File: src/rtl/resv_pkg.sv
`timescale 1ns/1ps
package resv_pkg;
  // The result bus tag is fixed at four bits; station numbers live in 1..15.
  localparam int TAG_W = 4;
  typedef logic [TAG_W-1:0] tag_t;

  // Strobes from control to datapath.
  typedef struct packed {
    logic issueFire;   // write the issuing operation this edge
    tag_t issueIdx;    // target station number
    logic dispFire;    // functional unit takes the offered station
    tag_t dispIdx;     // offered station number (0 = none ready)
  } ctrlStrobes_t;
endpackage

File: src/rtl/resv_slot.sv
`timescale 1ns/1ps
// One station's operand storage with broadcast snoop on both operands.
module resv_slot import resv_pkg::*; #(
  parameter int OP_W   = 6,
  parameter int DATA_W = 64
) (
  input  logic              clk,
  input  logic              rstN,
  input  logic              load,
  input  logic [OP_W-1:0]   inOp,
  input  logic [DATA_W-1:0] inValJ,
  input  tag_t              inTagJ,
  input  logic [DATA_W-1:0] inValK,
  input  tag_t              inTagK,
  input  logic              bcValid,
  input  tag_t              bcTag,
  input  logic [DATA_W-1:0] bcData,
  output logic [OP_W-1:0]   op,
  output logic [DATA_W-1:0] valJ,
  output logic [DATA_W-1:0] valK,
  output logic              opsReady
);
  logic [DATA_W-1:0] inVal [2];
  tag_t              inTag [2];
  logic [DATA_W-1:0] heldVal [2];
  tag_t              heldTag [2];

  assign inVal[0] = inValJ;
  assign inVal[1] = inValK;
  assign inTag[0] = inTagJ;
  assign inTag[1] = inTagK;

  always_ff @(posedge clk or negedge rstN) begin
    if (!rstN) op <= '0;
    else if (load) op <= inOp;
  end

  for (genvar k = 0; k < 2; k++) begin : g_opnd
    logic [DATA_W-1:0] valQ;
    tag_t              tagQ;
    logic              hitIssue;
    logic              hitHeld;

    // same-cycle producer on the bus: take the value, never store the tag
    assign hitIssue = bcValid && (inTag[k] != '0) && (bcTag == inTag[k]);
    assign hitHeld  = bcValid && (tagQ != '0) && (bcTag == tagQ);

    always_ff @(posedge clk or negedge rstN) begin
      if (!rstN) begin
        valQ <= '0;
        tagQ <= '0;
      end else if (load) begin
        valQ <= hitIssue ? bcData : inVal[k];
        tagQ <= hitIssue ? tag_t'(0) : inTag[k];
      end else if (hitHeld) begin
        valQ <= bcData;
        tagQ <= '0;
      end
    end

    assign heldVal[k] = valQ;
    assign heldTag[k] = tagQ;
  end

  assign valJ     = heldVal[0];
  assign valK     = heldVal[1];
  assign opsReady = (heldTag[0] == '0) && (heldTag[1] == '0);
endmodule

File: src/rtl/resv_data.sv
`timescale 1ns/1ps
// Datapath: the array of station slots and the dispatch multiplexer.
module resv_data import resv_pkg::*; #(
  parameter int NUM_ST = 4,
  parameter int OP_W   = 6,
  parameter int DATA_W = 64
) (
  input  logic              clk,
  input  logic              rstN,
  input  ctrlStrobes_t      strobes,
  input  logic [OP_W-1:0]   issueOp,
  input  logic [DATA_W-1:0] issueValJ,
  input  tag_t              issueTagJ,
  input  logic [DATA_W-1:0] issueValK,
  input  tag_t              issueTagK,
  input  logic              bcValid,
  input  tag_t              bcTag,
  input  logic [DATA_W-1:0] bcData,
  output logic [NUM_ST-1:0] opsReady,
  output logic [OP_W-1:0]   dispOp,
  output logic [DATA_W-1:0] dispValJ,
  output logic [DATA_W-1:0] dispValK
);
  logic [OP_W-1:0]   slotOp  [NUM_ST];
  logic [DATA_W-1:0] slotJ   [NUM_ST];
  logic [DATA_W-1:0] slotK   [NUM_ST];

  for (genvar i = 0; i < NUM_ST; i++) begin : g_slot
    logic loadHere;
    assign loadHere = strobes.issueFire && (strobes.issueIdx == tag_t'(i + 1));

    resv_slot #(.OP_W(OP_W), .DATA_W(DATA_W)) u_slot (
      .clk      (clk),
      .rstN     (rstN),
      .load     (loadHere),
      .inOp     (issueOp),
      .inValJ   (issueValJ),
      .inTagJ   (issueTagJ),
      .inValK   (issueValK),
      .inTagK   (issueTagK),
      .bcValid  (bcValid),
      .bcTag    (bcTag),
      .bcData   (bcData),
      .op       (slotOp[i]),
      .valJ     (slotJ[i]),
      .valK     (slotK[i]),
      .opsReady (opsReady[i])
    );
  end

  always_comb begin
    dispOp   = '0;
    dispValJ = '0;
    dispValK = '0;
    for (int i = 0; i < NUM_ST; i++) begin
      if (strobes.dispIdx == tag_t'(i + 1)) begin
        dispOp   = slotOp[i];
        dispValJ = slotJ[i];
        dispValK = slotK[i];
      end
    end
    if (!strobes.dispFire) begin
      dispOp   = '0;
      dispValJ = '0;
      dispValK = '0;
    end
  end
endmodule

File: src/rtl/resv_ctrl.sv
`timescale 1ns/1ps
// Control: busy and executing flags per station, free and ready pickers.
module resv_ctrl import resv_pkg::*; #(
  parameter int NUM_ST = 4
) (
  input  logic              clk,
  input  logic              rstN,
  input  logic              issueValid,
  input  logic              fuBusy,
  input  logic              bcValid,
  input  tag_t              bcTag,
  input  logic [NUM_ST-1:0] opsReady,
  output ctrlStrobes_t      strobes,
  output logic              issueStall,
  output tag_t              issueTag,
  output logic [NUM_ST-1:0] busyVec
);
  logic [NUM_ST-1:0] execVec;
  logic [NUM_ST-1:0] readyVec;
  tag_t              freeIdx;
  tag_t              readyIdx;

  assign readyVec = busyVec & ~execVec & opsReady;

  // lowest number wins: scan from the top so the last hit is the smallest
  always_comb begin
    freeIdx  = '0;
    readyIdx = '0;
    for (int i = NUM_ST - 1; i >= 0; i--) begin
      if (!busyVec[i])  freeIdx  = tag_t'(i + 1);
      if (readyVec[i])  readyIdx = tag_t'(i + 1);
    end
  end

  assign issueStall = (freeIdx == '0);
  assign issueTag   = freeIdx;

  always_comb begin
    strobes.issueFire = issueValid && !issueStall;
    strobes.issueIdx  = freeIdx;
    strobes.dispFire  = (readyIdx != '0) && !fuBusy;
    strobes.dispIdx   = readyIdx;
  end

  for (genvar i = 0; i < NUM_ST; i++) begin : g_flag
    logic busyQ;
    logic execQ;
    logic issueHit;
    logic freeHit;
    logic dispHit;

    assign issueHit = strobes.issueFire && (strobes.issueIdx == tag_t'(i + 1));
    assign freeHit  = bcValid && (bcTag == tag_t'(i + 1));
    assign dispHit  = strobes.dispFire && (strobes.dispIdx == tag_t'(i + 1));

    always_ff @(posedge clk or negedge rstN) begin
      if (!rstN) begin
        busyQ <= 1'b0;
        execQ <= 1'b0;
      end else if (issueHit) begin
        busyQ <= 1'b1;
        execQ <= 1'b0;
      end else if (freeHit) begin
        busyQ <= 1'b0;
        execQ <= 1'b0;
      end else if (dispHit) begin
        execQ <= 1'b1;
      end
    end

    assign busyVec[i] = busyQ;
    assign execVec[i] = execQ;
  end
endmodule

File: src/rtl/resv_bank.sv
`timescale 1ns/1ps
// Reservation station bank in front of one functional unit.
module resv_bank import resv_pkg::*; #(
  parameter int NUM_ST = 4,
  parameter int OP_W   = 6,
  parameter int DATA_W = 64
) (
  input  logic              clk,
  input  logic              rstN,
  input  logic              issueValid,
  input  logic [OP_W-1:0]   issueOp,
  input  logic [DATA_W-1:0] issueValJ,
  input  logic [3:0]        issueTagJ,
  input  logic [DATA_W-1:0] issueValK,
  input  logic [3:0]        issueTagK,
  output logic              issueStall,
  output logic [3:0]        issueTag,
  input  logic              bcValid,
  input  logic [3:0]        bcTag,
  input  logic [DATA_W-1:0] bcData,
  input  logic              fuBusy,
  output logic              dispValid,
  output logic [3:0]        dispTag,
  output logic [OP_W-1:0]   dispOp,
  output logic [DATA_W-1:0] dispValJ,
  output logic [DATA_W-1:0] dispValK
);
  ctrlStrobes_t      strobes;
  logic [NUM_ST-1:0] opsReady;
  logic [NUM_ST-1:0] busyVec;

  resv_ctrl #(.NUM_ST(NUM_ST)) u_ctrl (
    .clk        (clk),
    .rstN       (rstN),
    .issueValid (issueValid),
    .fuBusy     (fuBusy),
    .bcValid    (bcValid),
    .bcTag      (bcTag),
    .opsReady   (opsReady),
    .strobes    (strobes),
    .issueStall (issueStall),
    .issueTag   (issueTag),
    .busyVec    (busyVec)
  );

  resv_data #(.NUM_ST(NUM_ST), .OP_W(OP_W), .DATA_W(DATA_W)) u_data (
    .clk       (clk),
    .rstN      (rstN),
    .strobes   (strobes),
    .issueOp   (issueOp),
    .issueValJ (issueValJ),
    .issueTagJ (issueTagJ),
    .issueValK (issueValK),
    .issueTagK (issueTagK),
    .bcValid   (bcValid),
    .bcTag     (bcTag),
    .bcData    (bcData),
    .opsReady  (opsReady),
    .dispOp    (dispOp),
    .dispValJ  (dispValJ),
    .dispValK  (dispValK)
  );

  assign dispValid = strobes.dispFire;
  assign dispTag   = strobes.dispFire ? strobes.dispIdx : 4'd0;
endmodule

File: config.mk
export PLATFORM = sky130hd
export DESIGN_NAME = resv_bank
export DESIGN_NICKNAME = d
export VERILOG_FILES = /design/src/rtl/resv_pkg.sv /design/src/rtl/resv_slot.sv /design/src/rtl/resv_data.sv /design/src/rtl/resv_ctrl.sv /design/src/rtl/resv_bank.sv
export SDC_FILE = /design/constraint.sdc
export NUM_CORES = 1
export LEC_CHECK = 0
export BUFFER_PORTS_ARGS = -buffer_cell sky130_fd_sc_hd__buf_2
export CAP_MARGIN = 25
export CORE_MARGIN = 2
export CORE_UTILIZATION = 46
export CTS_BUF_LIST = sky130_fd_sc_hd__clkbuf_4
export DETAILED_ROUTE_END_ITERATION = 12
export SYNTH_ARGS = -nofsm -noshare
export SYNTH_HDL_FRONTEND = slang
export SYNTH_HIERARCHICAL = 1
export SYNTH_SLANG_ARGS = --single-unit
export TNS_END_PERCENT = 5
File: constraint.sdc
create_clock -name clk -period 4.1 [get_ports clk]
set_input_delay 0.205 -clock clk [delete_from_list [all_inputs] [get_ports clk]]
set_output_delay 0.205 -clock clk [all_outputs]
set_load 0.03 [all_outputs]
==> impl_metrics.toml <==
[clocking]
cts-root-buf = "clkbuf_4"
cts_buffers = 171
cts_sinks = 576
clockBufferDepth = 3
clk_pin_slew_worst_paths_ns = 0.07
cts_tree = "yes"
clock_latency_ns = 1.06
htree_levels = 4

[hold_path]
holdCritPathClass = "input pin to flop"

[setup_path]
critPathSlowestCell = "or4_4"
crit_fanout = 25
crit_chain = "or4_4 > nor3_4 > nand3b_1 > nor2_4 > or4b_4 > clkbuf_8 > clkbuf_16 > a31oi_2 > buf_6"
worst_setup_path_endpoint = "dispValK[1]"
r2r-start = "u_ctrl/g_flag[1].busyQ"
critical_path.startpoint = "u_data/g_slot[3].u_slot/g_opnd[0].tagQ[1]"
worst-r2r-setup-slack_ns = 0.62
cp-start-kind = "flop"
worstRegToRegCells = 9
r2r_end = "u_data/g_slot[1].u_slot/valK[20]"
end_kind = "output pin"
max_stage_delay_ns = 0.56
cp.arrival_ns = 4.15
worstSetupPathType = "flop to output pin"
crit_required_ns = 3.89

[floorplanning]
die_area_mm2 = 0.0871
dieHeight_um = 295
core-area_mm2 = 0.0838
ios = 359
floorplan.initialDensity_pct = 46.5
placementRows = 106
die_w_um = 295

[routing]
drc = 0
drtIter0Drc = 2348
wl_per_cell_um = 25.7
drt-total-wl_um = 147000
dr.pass1.iters = 5
ant_nets = 0
via_count = 33688
via_per_inst = 5.91

[finish]
multi_input_area_mm2 = 0.0236
layout_commonest_cell = "mux2i_1"
n_fill_cell = 7159
final_area_mm2 = 0.0513
regArea_mm2 = 0.0144
areaGrowthSynthToFinish_pct = 31.5
utilization_pct = 61.2
nets = 4654
drive_above_1_share_pct = 21.2
layout_common_cells = "mux2i_1 (1517), dfrtp_1 (576), dlygate4sd3_1 (505), and3b_1 (272), clkbuf_4 (258)"
final_cell_count_no_fill = 5698

[yosys]
synth.yosys.warnings = 6
netlist_instances = 3591
netlist_area_mm2 = 0.0390
avgSynthCellArea_um2 = 10.9

[placed_design]
dpl_cell_area_mm2 = 0.0416
place.gp.congestion = 0.771
dp_hpwl_um = 74100
portBuffers = 356
placedCellCount = 4829
place_ws_ns = 0.480

[sta]
period_share_pct = 106
setup_viol_count_final = 134
maxSlewViolCount = 0
clock.fmax_mhz = 229
worst_slew_pin_slew_ns = 1.09
layout_setup_ws_ns = -0.259
final_hold_viol_count = 0
period_minus_slack_ns = 4.36
relSlewSlack_pct = 27.1
rsz0062_at_grt = "yes"
finalClockSkew_ns = 0.0830

[power]
p_int_mw = 18.5
combPwrFrac_pct = 49.4
swShare_pct = 40.9
clkPwrFrac_pct = 18.4
switchingPower_mw = 12.8
p_per_area_mw_per_mm2 = 611
pwr-share-seq_pct = 32.1
peakVddDrop_v = 0.000642
p_leak_nw = 25.4
p_total_mw = 31.4

[grt]
grt.met2_usage_pct = 52.6
grt_antenna_before_repair = 14
grt_max_degree = 133
grt_pass1_wl_um = 213000
grt_pass1_vias = 34572
met3_usage_pct = 6.16
gr-usage-met1_pct = 42.4
grt-busiest-layer = "met2"
track_usage_pct = 32.0
grt_remaining_overflow = 0

[flow_run]
maxCapViolations = 0

[status]
violations = "setup timing"
status = "finished, violations left"
-- metrics by stage --
| step | hold WS [ns] | setup TNS, ns |
|---|---|---|
| floorplan | -0.0906 | 0 |
| global placement | 0.363 | 0 |
| detailed placement | 0.367 | 0 |
| CTS | 0.000395 | -38.65 |
| global route | 0.0358 | -44.73 |
| finish | 0.0864 | -26.13 |
-- final cells by class --
class | count | share of cell area (%)
tap | 1134 | 2.77
antenna | 8 | 0.0390
clock inverter | 48 | 0.690
inverter | 27 | 0.256
sequential | 576 | 28.1
timing repair buffer | 1016 | 18.6
multi-input combinational | 2647 | 46.0
clock buffer | 242 | 3.54
-- sequential cells by signal (all words and copies together) (netlist names) --
signal	count
u_data/g_slot.u_slot/valJ	256
u_data/g_slot.u_slot/valK	256
u_data/g_slot.u_slot/g_opnd.tagQ	32
u_data/g_slot.u_slot/op	24
u_ctrl/g_flag.busyQ	4
u_ctrl/g_flag.execQ	4
-- power groups by stage --
| stage | combinational (mW) | clock (mW) | sequential, mW |
|---|---|---|---|
| 2_1_floorplan | 8.60 | 0 | 9.51 |
| 3_3_place_gp | 11.5 | 0 | 9.96 |
| 3_5_place_dp | 11.7 | 0 | 10.0 |
| 4_1_cts | 14.1 | 5.90 | 9.94 |
| 5_1_grt | 16.5 | 6.23 | 10.3 |
| 6_report | 15.5 | 5.79 | 10.1 |
-- metal layers --
layer  up-vias  part of all wire (%)
li1      15055                     -
met5         -                 0.055
met3       279                   6.3
met1     17145                    43
met4        14                   2.9
met2      1195                    48
-- worst max-delay path: cells and delay by family (launching register included) --
family,cells,cell delay (ns)
AND/OR/NAND/NOR,5,1.73
buffers and inverters,3,0.65
flip-flops,1,0.41
AO/OA/AOI/OAI,1,0.31
-- worst min path at each step --
stage / start / to / slack (ns) / cells past startpoint
floorplan: rstN / u_ctrl/g_flag[0].busyQ / -0.09 / 0
global placement: rstN / u_data/g_slot[3].u_slot/valJ[12] / 0.36 / 1
detailed placement: rstN / u_data/g_slot[0].u_slot/valJ[9] / 0.37 / 1
CTS: issueValJ[10] / u_data/g_slot[3].u_slot/valJ[10] / 0.0004 / 4
global route: issueValJ[63] / u_data/g_slot[0].u_slot/valJ[63] / 0.04 / 4
finish: issueValJ[63] / u_data/g_slot[0].u_slot/valJ[63] / 0.09 / 4
-- what timing repair did --
action | 4_1_cts | 5_1_grt
hold buffers | 506 | 0
cloned | 11 | 12
pin swaps | 13 | 19
resized for setup | 137 | 308
setup endpoints to repair | 136 | 136
hold endpoints to repair | 1152 | 0
setup buffers | 29 | 13
Power figures use the tool's default switching activity.
